**config.mk**
```make
export PLATFORM = sky130hd
export DESIGN_NAME = async_dram_seq
export DESIGN_NICKNAME = d
export VERILOG_FILES = /design/src/rtl/async_dram_seq_pkg.sv /design/src/rtl/adsControl.sv /design/src/rtl/adsDatapath.sv /design/src/rtl/async_dram_seq.sv
export SDC_FILE = /design/constraint.sdc
export NUM_CORES = 1
export LEC_CHECK = 0
export BUFFER_PORTS_ARGS = -buffer_cell sky130_fd_sc_hd__buf_2
export CAP_MARGIN = 30
export CORE_MARGIN = 2
export CORE_UTILIZATION = 48
export DETAILED_ROUTE_END_ITERATION = 6
export PLACE_DENSITY = 0.79
export SETUP_SLACK_MARGIN = 0.2
export SLEW_MARGIN = 5
export SYNTH_ARGS = -nofsm -noshare
export SYNTH_HDL_FRONTEND = slang
export SYNTH_SLANG_ARGS = --single-unit
```
**constraint.sdc**
```tcl
create_clock -name clk -period 2.6 [get_ports clk]
set_input_delay 0.13 -clock clk [delete_from_list [all_inputs] [get_ports clk]]
set_output_delay 0.13 -clock clk [all_outputs]
set_load 0.05 [all_outputs]
```
**src/rtl/async_dram_seq_pkg.sv**
```systemverilog
package async_dram_seq_pkg;

  typedef enum logic [1:0] {
    PH_IDLE,
    PH_ROWSET,
    PH_ACTIVE,
    PH_PRECHG
  } seqPhase_e;

  typedef struct packed {
    logic capture;   // latch the incoming request
    logic colSel;    // drive the column on the address bus
    logic drive;     // drive write data toward the device
    logic sample;    // capture device read data on this edge
  } seqStrobe_t;

endpackage

```
**src/rtl/adsControl.sv**
```systemverilog
module adsControl
  import async_dram_seq_pkg::*;
#(
  parameter int T_RCD = 3,
  parameter int T_RAS = 7,
  parameter int T_RP  = 3,
  parameter int T_CL  = 2
) (
  input  logic       clk,
  input  logic       rstN,
  input  logic       accessHold,
  input  logic       reqValid,
  input  logic       curWrite,
  output logic       reqReady,
  output logic       rowStrbN,
  output logic       colStrbN,
  output logic       wrStrbN,
  output logic       outEnN,
  output seqStrobe_t strobe
);

  localparam int RAS_LOW = (T_RAS > T_RCD + T_CL) ? T_RAS : T_RCD + T_CL;
  localparam int MAX_CNT = (RAS_LOW > T_RP) ? RAS_LOW : T_RP;
  localparam int CNT_W   = $clog2(MAX_CNT + 1);

  localparam logic [CNT_W-1:0] ONE_C     = CNT_W'(1);
  localparam logic [CNT_W-1:0] RCD_C     = CNT_W'(T_RCD);
  localparam logic [CNT_W-1:0] CAS_END_C = CNT_W'(T_RCD + T_CL);
  localparam logic [CNT_W-1:0] SAMPLE_C  = CNT_W'(T_RCD + T_CL - 1);
  localparam logic [CNT_W-1:0] RAS_END_C = CNT_W'(RAS_LOW - 1);
  localparam logic [CNT_W-1:0] RP_END_C  = CNT_W'(T_RP - 1);

  seqPhase_e        phase;
  logic [CNT_W-1:0] phaseCnt;
  logic             accept;
  logic             inActive;
  logic             colPhase;
  logic             casWindow;

  assign accept = (phase == PH_IDLE) && reqValid && !accessHold;

  always_ff @(posedge clk or negedge rstN) begin
    if (!rstN) begin
      phase    <= PH_IDLE;
      phaseCnt <= '0;
    end else begin
      unique case (phase)
        PH_IDLE: begin
          phaseCnt <= '0;
          if (accept) phase <= PH_ROWSET;
        end
        PH_ROWSET: begin
          phase    <= PH_ACTIVE;
          phaseCnt <= '0;
        end
        PH_ACTIVE: begin
          if (phaseCnt == RAS_END_C) begin
            phase    <= PH_PRECHG;
            phaseCnt <= '0;
          end else begin
            phaseCnt <= phaseCnt + ONE_C;
          end
        end
        PH_PRECHG: begin
          if (phaseCnt == RP_END_C) begin
            phase    <= PH_IDLE;
            phaseCnt <= '0;
          end else begin
            phaseCnt <= phaseCnt + ONE_C;
          end
        end
        default: begin
          phase    <= PH_IDLE;
          phaseCnt <= '0;
        end
      endcase
    end
  end

  assign inActive  = (phase == PH_ACTIVE);
  assign colPhase  = inActive && (phaseCnt >= ONE_C);
  assign casWindow = inActive && (phaseCnt >= RCD_C) && (phaseCnt < CAS_END_C);

  assign reqReady = (phase == PH_IDLE) && !accessHold;
  assign rowStrbN = !inActive;
  assign colStrbN = !casWindow;
  assign wrStrbN  = !(curWrite && colPhase && (phaseCnt < CAS_END_C));
  assign outEnN   = !(!curWrite && casWindow);

  always_comb begin
    strobe.capture = accept;
    strobe.colSel  = colPhase;
    strobe.drive   = curWrite && colPhase && (phaseCnt < CAS_END_C);
    strobe.sample  = !curWrite && inActive && (phaseCnt == SAMPLE_C);
  end

endmodule

```
**src/rtl/adsDatapath.sv**
```systemverilog
module adsDatapath
  import async_dram_seq_pkg::*;
#(
  parameter int ROW_W  = 6,
  parameter int COL_W  = 5,
  parameter int DATA_W = 8
) (
  input  logic                             clk,
  input  logic                             rstN,
  input  seqStrobe_t                       strobe,
  input  logic [ROW_W+COL_W-1:0]           reqAddr,
  input  logic                             reqWrite,
  input  logic [DATA_W-1:0]                reqWdata,
  input  logic [DATA_W-1:0]                dramDqIn,
  output logic                             curWrite,
  output logic [((ROW_W>COL_W)?ROW_W:COL_W)-1:0] dramAddr,
  output logic [DATA_W-1:0]                dramDqOut,
  output logic                             dqDrive,
  output logic                             rspValid,
  output logic [DATA_W-1:0]                rspData
);

  localparam int ADDR_W = ROW_W + COL_W;
  localparam int MUX_W  = (ROW_W > COL_W) ? ROW_W : COL_W;

  logic [ROW_W-1:0]  rowReg;
  logic [COL_W-1:0]  colReg;
  logic [DATA_W-1:0] dataReg;

  always_ff @(posedge clk or negedge rstN) begin
    if (!rstN) begin
      rowReg   <= '0;
      colReg   <= '0;
      dataReg  <= '0;
      curWrite <= 1'b0;
    end else if (strobe.capture) begin
      rowReg   <= reqAddr[ADDR_W-1:COL_W];
      colReg   <= reqAddr[COL_W-1:0];
      dataReg  <= reqWdata;
      curWrite <= reqWrite;
    end
  end

  always_ff @(posedge clk or negedge rstN) begin
    if (!rstN) begin
      rspValid <= 1'b0;
      rspData  <= '0;
    end else begin
      rspValid <= strobe.sample;
      if (strobe.sample) rspData <= dramDqIn;
    end
  end

  assign dramAddr  = strobe.colSel ? MUX_W'(colReg) : MUX_W'(rowReg);
  assign dramDqOut = dataReg;
  assign dqDrive   = strobe.drive;

endmodule

```
**src/rtl/async_dram_seq.sv**
```systemverilog
module async_dram_seq
  import async_dram_seq_pkg::*;
#(
  parameter int ROW_W  = 6,
  parameter int COL_W  = 5,
  parameter int DATA_W = 8,
  parameter int T_RCD  = 3,
  parameter int T_RAS  = 7,
  parameter int T_RP   = 3,
  parameter int T_CL   = 2
) (
  input  logic                             clk,
  input  logic                             rstN,
  input  logic                             accessHold,
  input  logic                             reqValid,
  output logic                             reqReady,
  input  logic [ROW_W+COL_W-1:0]           reqAddr,
  input  logic                             reqWrite,
  input  logic [DATA_W-1:0]                reqWdata,
  output logic                             rspValid,
  output logic [DATA_W-1:0]                rspData,
  output logic [((ROW_W>COL_W)?ROW_W:COL_W)-1:0] dramAddr,
  output logic                             rowStrbN,
  output logic                             colStrbN,
  output logic                             wrStrbN,
  output logic                             outEnN,
  output logic [DATA_W-1:0]                dramDqOut,
  output logic                             dqDrive,
  input  logic [DATA_W-1:0]                dramDqIn
);

  seqStrobe_t strobe;
  logic       curWrite;

  adsControl #(
    .T_RCD(T_RCD), .T_RAS(T_RAS), .T_RP(T_RP), .T_CL(T_CL)
  ) control_i (
    .clk(clk), .rstN(rstN), .accessHold(accessHold), .reqValid(reqValid),
    .curWrite(curWrite), .reqReady(reqReady), .rowStrbN(rowStrbN),
    .colStrbN(colStrbN), .wrStrbN(wrStrbN), .outEnN(outEnN), .strobe(strobe)
  );

  adsDatapath #(
    .ROW_W(ROW_W), .COL_W(COL_W), .DATA_W(DATA_W)
  ) datapath_i (
    .clk(clk), .rstN(rstN), .strobe(strobe), .reqAddr(reqAddr),
    .reqWrite(reqWrite), .reqWdata(reqWdata), .dramDqIn(dramDqIn),
    .curWrite(curWrite), .dramAddr(dramAddr), .dramDqOut(dramDqOut),
    .dqDrive(dqDrive), .rspValid(rspValid), .rspData(rspData)
  );

endmodule

```
==> results of run 1 <==
==> per-layer routing <==
metal	track usage	up-vias	part of all wire
met1	0.183	516	0.42
met4	0.0932	0	0.022
met5	0	-	0
met2	0.295	44	0.48
met3	0.0714	9	0.080
li1	-	514	-
==> metrics by stage <==
stage	hold slack, ns	cell area [sq um]	setup WS (ns)	utilization	instances
3_3_place_gp	0.222	1910	0.604	0.619	211
5_1_grt	0.00188	1990	0.373	0.647	220
4_1_cts	0.00489	1990	0.429	0.647	220
2_1_floorplan	-0.166	1580	0.421	-	110
6_report	0.0125	1990	0.441	0.647	220
3_5_place_dp	0.237	1910	0.521	0.619	211
==> layout make-up <==
class	count	area, sq um
fillers	247	1090
inverters	6	22.5
well taps	44	55.1
clock inverters	1	30.0
repair buffers	62	318
flip-flops and latches	34	851
clock buffers	7	45.0
multi-input cells	66	669
==> cell families after synthesis <==
kind of cell             count (synthesis)  synth area share
multiplexers                            36             0.279
AO/OA/AOI/OAI                            7            0.0407
AND/OR/NAND/NOR                         18            0.0623
flip-flops                              34             0.543
adder cells (fa/ha/maj)                  5            0.0399
buffers and inverters                   10            0.0351
==> worst register-to-register path, stage by stage, from the launching register on <==
cell and delay [ns]:
dfrtp_1 0.39, inv_1 0.13, ha_1 0.34, nand2_1 0.08, or4_1 0.66, mux2_4 0.39
==> repair_timing <==
item,4_1_cts,5_1_grt
hold buffers,1,0
hold endpoints to repair,34,0
gates resized for setup,0,0
==> cell usage in the layout (no fill, tap or decap) <==
cell,count
buf_2,60
dfrtp_1,34
mux2_2,26
mux2_4,9
inv_1,6
nand2_1,5
ha_1,5
clkbuf_4,5
and2_1,2
nand2b_1,2
or2_2,2
a21oi_1,2
nor2_1,2
o21ai_0,2
clkbuf_1,2
or3_1,1
nand3b_1,1
a311oi_1,1
nor2b_1,1
o311ai_2,1
nand4_1,1
or4_1,1
a221oi_4,1
mux2i_1,1
bufinv_16,1
dlygate4sd3_1,1
buf_4,1
==> state kept, by name, summed over array words and instances, names as in the netlist <==
name and cells:
control_i.phaseCnt 3, datapath_i.rowReg 6, control_i.phase 2, datapath_i.curWrite 1
datapath_i.colReg 5, datapath_i.dramDqOut 8, datapath_i.rspData 8, datapath_i.rspValid 1
==> how the worst max path moves through the flow <==
stage,start,end,slack [ns],cells after the start
5_1_grt,control_i.phaseCnt[2],dramAddr[4],0.37,4
2_1_floorplan,control_i.phase[0],datapath_i.colReg[0],0.42,6
3_3_place_gp,control_i.phase[0],datapath_i.rspData[5],0.60,5
6_report,control_i.phaseCnt[2],dramAddr[4],0.44,4
3_5_place_dp,control_i.phase[0],datapath_i.rspData[1],0.52,5
4_1_cts,control_i.phaseCnt[2],dramAddr[3],0.43,4
==> flow_metrics.tcl, run 1 <==
set metrics [dict create \
    synth.largest_area_cell "dfrtp_1" \
    final_nets 212 \
    ys.flop_type "dfrtp_1" \
    initial_core_util 0.509 \
    syn_avg_cell_area_sq_um 14.3 \
    synth.most_common_cell "dfrtp_1" \
    slew_viol_final 0 \
    hold_viol_final 0 \
    place_hpwl_microns 2200 \
    cts_tree "built" \
    worstSetupStartpointType "flop" \
    worst-path-buf-inv 1 \
    ys_top_cells_by_count "dfrtp_1 (34), mux2_2 (26), mux2_4 (9)" \
    fp.dieW_microns 61.2 \
    r2r-end "datapath_i.rspData[3]" \
    path_class "reg -> out" \
    final.setup.tns_ns 0 \
    worst_r2r_startpoint "control_i.phase[0]" \
    relSlewSlack 0.513 \
    dr.pass1.iters 4 \
    cts.clk_slew.worst_paths_ns 0.10 \
    worstPathRequired_ns 2.47 \
    worst_hold_startpoint "reqAddr[8]" \
    rsz0062_at_grt "false" \
    hold-path-cell-count 2 \
    layout-drive-gt1-share 0.602 \
    drtIter0Drc 46 \
    cts_max_level 2 \
    yosysWarnings 0 \
    max_clock_freq_ghz 0.463 \
    syn-cell-area_sq_um 1570 \
    viasPerCell 4.92 \
    r2r_setup_slack_ns 0.51 \
    grt_usage 0.174 \
    crit_family "simple AND/OR/NAND/NOR gates" \
    place.gp.congestion 0.812 \
    num_vias 1083 \
    critical_path.max_fanout 7 \
    antenna_cells 0 \
    hold_end "datapath_i.rowReg[3]" \
    drtAntennaViolNets 0 \
    synth_seq_cells 34 \
    die_h_microns 61.2 \
    setup_viol 0 \
    row_count 20 \
    fin_crit_sh 0.830 \
    synth_edf_count 0 \
    grt_pass1_vias 1033 \
    cts_buffers 5 \
    clock-sinks 34 \
    synthCells 110 \
    cap_viol_max_count 0 \
    port_buffers 60 \
    syn-num-nets 147 \
    synth-async-reset-ratio 1.00 \
    worstPathCellList "or3_1 > nand2_1 > mux2_2 > buf_2" \
    grt_antenna_before_repair 0 \
    yosysSeqAreaShare 0.543 \
    core_sq_um 3080 \
    outcome "finished, final reports clean" \
    worstPathArrival_ns 2.03 \
    reg2reg_depth 5 \
    clock_path_buffers 2 \
    clockRootBuffer "clkbuf_4" \
    cpMaxStageDelayCell "dfrtp_1" \
    tightest_slew_ns 0.730 \
    area_delta_synth_final_pct 27.0 \
    hp-class "in -> reg" \
    end_kind "output pin" \
    grt_pass1_wl_microns 4510 \
    synth.distinct_cells 23 \
    totalWireLength_microns 2930 \
    grt_max_degree 35 \
    wl_per_cell_microns 13.3 \
    drc 0 \
    grt-ovfl-total 0 \
    post_cts_buffers 0 \
    cpPeakStageDelay_ns 0.46 \
    synth_area_leaders "dfrtp_1 (54%), mux2_2 (19%), mux2_4 (8.6%)" \
    fin_worst_skew_ns 0.00604 \
    io_pins 61 \
    fin_crit_ns 2.16 \
    synth_top_area_share 0.543 \
    die_area_sq_um 3740 \
    clk_latency_ns 0.34 \
]
Power of run 1 is left out: the tool's default activity adds up to more than one toggle a clock period on the data nets, which glitch-free logic cannot reach.
==> run 2: changes to the inputs <==
CORE_UTILIZATION = 43   (was 48)
PLACE_DENSITY = 0.75   (was 0.79)
clock period = 1.8 ns   (was 2.6 ns; I/O delays follow)
==> run 2 against run 1 <==
Setup slack worse by 0.51 ns; the flow now finishes with violations (setup timing); count of clock-buffer cells in the layout down 1; die area up 11%; global-route usage is 3.0 points higher; design area increased by 43%; sequential share of layout area fell by 13 points; clock skew up 0.0060 ns; via count is 22% higher; hold slack better by 0.27 ns; critical path type unchanged; non-clock buffer count grew 49; utilization grew 19 points.
==> flow_metrics.tcl, run 2 (synthesis results as in run 1) <==
set metrics [dict create \
    relSlewSlack 0.506 \
    setup_viol 11 \
    r2r_setup_slack_ns -0.02 \
    antenna_cells 0 \
    row_count 21 \
    hold_end "control_i.phase[1]" \
    cts_tree "built" \
    drc 0 \
    die_area_sq_um 4140 \
    final_cell_mix "buf_2 (49), mux2_4 (33), dfrtp_1 (33)" \
    worst_hold_startpoint "reqValid" \
    placed_cell_area_sq_um 1990 \
    critical_path.max_fanout 6 \
    worstPathCellList "or3_4 > nand2_8 > mux2_4 > buf_6" \
    clock-sinks 34 \
    cts.clk_slew.worst_paths_ns 0.11 \
    initial_core_util 0.459 \
    hold-path-cell-count 4 \
    tightest_slew_ns 0.741 \
    drtIter0Drc 44 \
    slew_viol_final 0 \
    totalWireLength_microns 4550 \
    path_class "reg -> out" \
    core_sq_um 3420 \
    failed_checks "setup timing" \
    end_kind "output pin" \
    layout_commonest_cell "buf_2" \
    clockRootBuffer "clkbuf_4" \
    clock_path_buffers 2 \
    fill_cells 184 \
    fin_util 0.833 \
    cpPeakStageDelay_ns 0.43 \
    fin_crit_sh 1.04 \
    reg2reg_depth 6 \
    num_vias 1318 \
    io_pins 61 \
    p_leak_uw 0.00146 \
    cts_buffers 5 \
    worstPathArrival_ns 1.78 \
    grt_max_degree 35 \
    drtAntennaViolNets 0 \
    place_hpwl_microns 2280 \
    crit_family "simple AND/OR/NAND/NOR gates" \
    design_area_sq_um 2840 \
    register_area_sq_um 852 \
    fin_worst_skew_ns 0.0121 \
    p_per_area_nw_per_um2 2040 \
    grt_pass1_wl_microns 6180 \
    final_nets 261 \
    port_buffers 60 \
    die_h_microns 64.4 \
    worst_r2r_startpoint "control_i.phase[0]" \
    setup_ws_ns -0.0699 \
    fin_crit_ns 1.87 \
    grt_usage 0.204 \
    cap_viol_max_count 0 \
    viasPerCell 4.86 \
    rsz0062_at_grt "true" \
    layout-drive-gt1-share 0.644 \
    worstSetupStartpoint "control_i.phaseCnt[2]" \
    cpMaxStageDelayCell "or3_4" \
    ir_drop_v 0.00135 \
    max_clock_freq_ghz 0.535 \
    area_delta_synth_final_pct 81.4 \
    grt_antenna_before_repair 0 \
    place.gp.congestion 0.699 \
    multiInputGateArea_sq_um 863 \
    grt_pass1_vias 1355 \
    worst-path-buf-inv 1 \
    cts_max_level 2 \
    grt-ovfl-total 0 \
    clk_latency_ns 0.34 \
    hold_viol_final 0 \
    worstSetupStartpointType "flop" \
    worstPathRequired_ns 1.71 \
    r2r-end "datapath_i.rspData[0]" \
    outcome "complete, but fails checks" \
    fp.dieW_microns 64.4 \
    hp-class "in -> reg" \
    wl_per_cell_microns 16.8 \
    dr.pass1.iters 2 \
]
run 2: changes by cell type in the layout (fill, tap and decap cells not counted), moves of 3 or more:
cell | previous run | this run
dlygate4sd3_1 | 1 | 29
mux2_2 | 26 | 2
mux2_4 | 9 | 33
buf_6 | 0 | 13
buf_2 | 60 | 49
buf_4 | 1 | 10
buf_8 | 0 | 7
ha_1 | 5 | 1
ha_4 | 0 | 3
inv_1 | 6 | 3
run 2: final cells by class:
cell class / instances / area share
Sequential cell: 34 / 0.300
Clock inverter: 2 / 0.0211
Tap cell: 46 / 0.0202
Clock buffer: 6 / 0.0180
Multi-Input combinational cell: 66 / 0.304
Inverter: 6 / 0.00880
Timing Repair Buffer: 111 / 0.329
run 2: where the power goes:
| part | internal [uW] | switching [uW] | total, uW |
|---|---|---|---|
| Sequential | 1140 | 259 | 1390 |
| Combinational | 1680 | 1980 | 3650 |
| Clock | 471 | 269 | 740 |
| Total | 3280 | 2510 | 5790 |
run 2: how the worst max path moves through the flow:
| stage | depth (start not counted) | end |
|---|---|---|
| after floorplan | 5 | dqDrive |
| after global placement | 6 | datapath_i.rspData[7] |
| after detailed placement | 6 | datapath_i.rspData[3] |
| after CTS | 4 | dramAddr[4] |
| after global routing | 4 | dramAddr[4] |
| final | 4 | dramAddr[4] |
run 2: tightest hold or removal path: stages:
cell and delay, ns:
buf_2 0.12, nand2b_1 0.12, a221oi_4 0.08, mux2_4 0.19
run 2: through the flow:
step | TNS (ns) | setup slack, ns | hold WS [ns] | total power (uW) | instances
3_5_place_dp | 0 | 0.0362 | 0.194 | 4020 | 217
2_1_floorplan | 0 | 0.0702 | -0.206 | 3440 | 110
4_1_cts | -0.223 | -0.0392 | 0.274 | 5470 | 269
3_3_place_gp | 0 | 0.0869 | 0.185 | 3930 | 217
5_1_grt | -0.732 | -0.112 | 0.282 | 6010 | 271
6_report | -0.409 | -0.0699 | 0.287 | 5790 | 271
run 2: what timing repair did:
action                                  CTS  global route
pin swaps                                11            10
hold endpoints to repair                 62             0
buffers inserted                         13             1
endpoints found under the setup margin   41            41
hold buffers                             29             0
cloned                                    2             1
resized for setup                        52            27
run 2: metal layers:
metal | track usage | part of all wire | wire (microns)
met1 | 0.203 | 0.40 | 1810
met2 | 0.395 | 0.54 | 2470
met3 | 0.0493 | 0.046 | 211
met4 | 0.0904 | 0.011 | 48
met5 | 0 | 0 | 0
(Power assumes the default switching activity.)
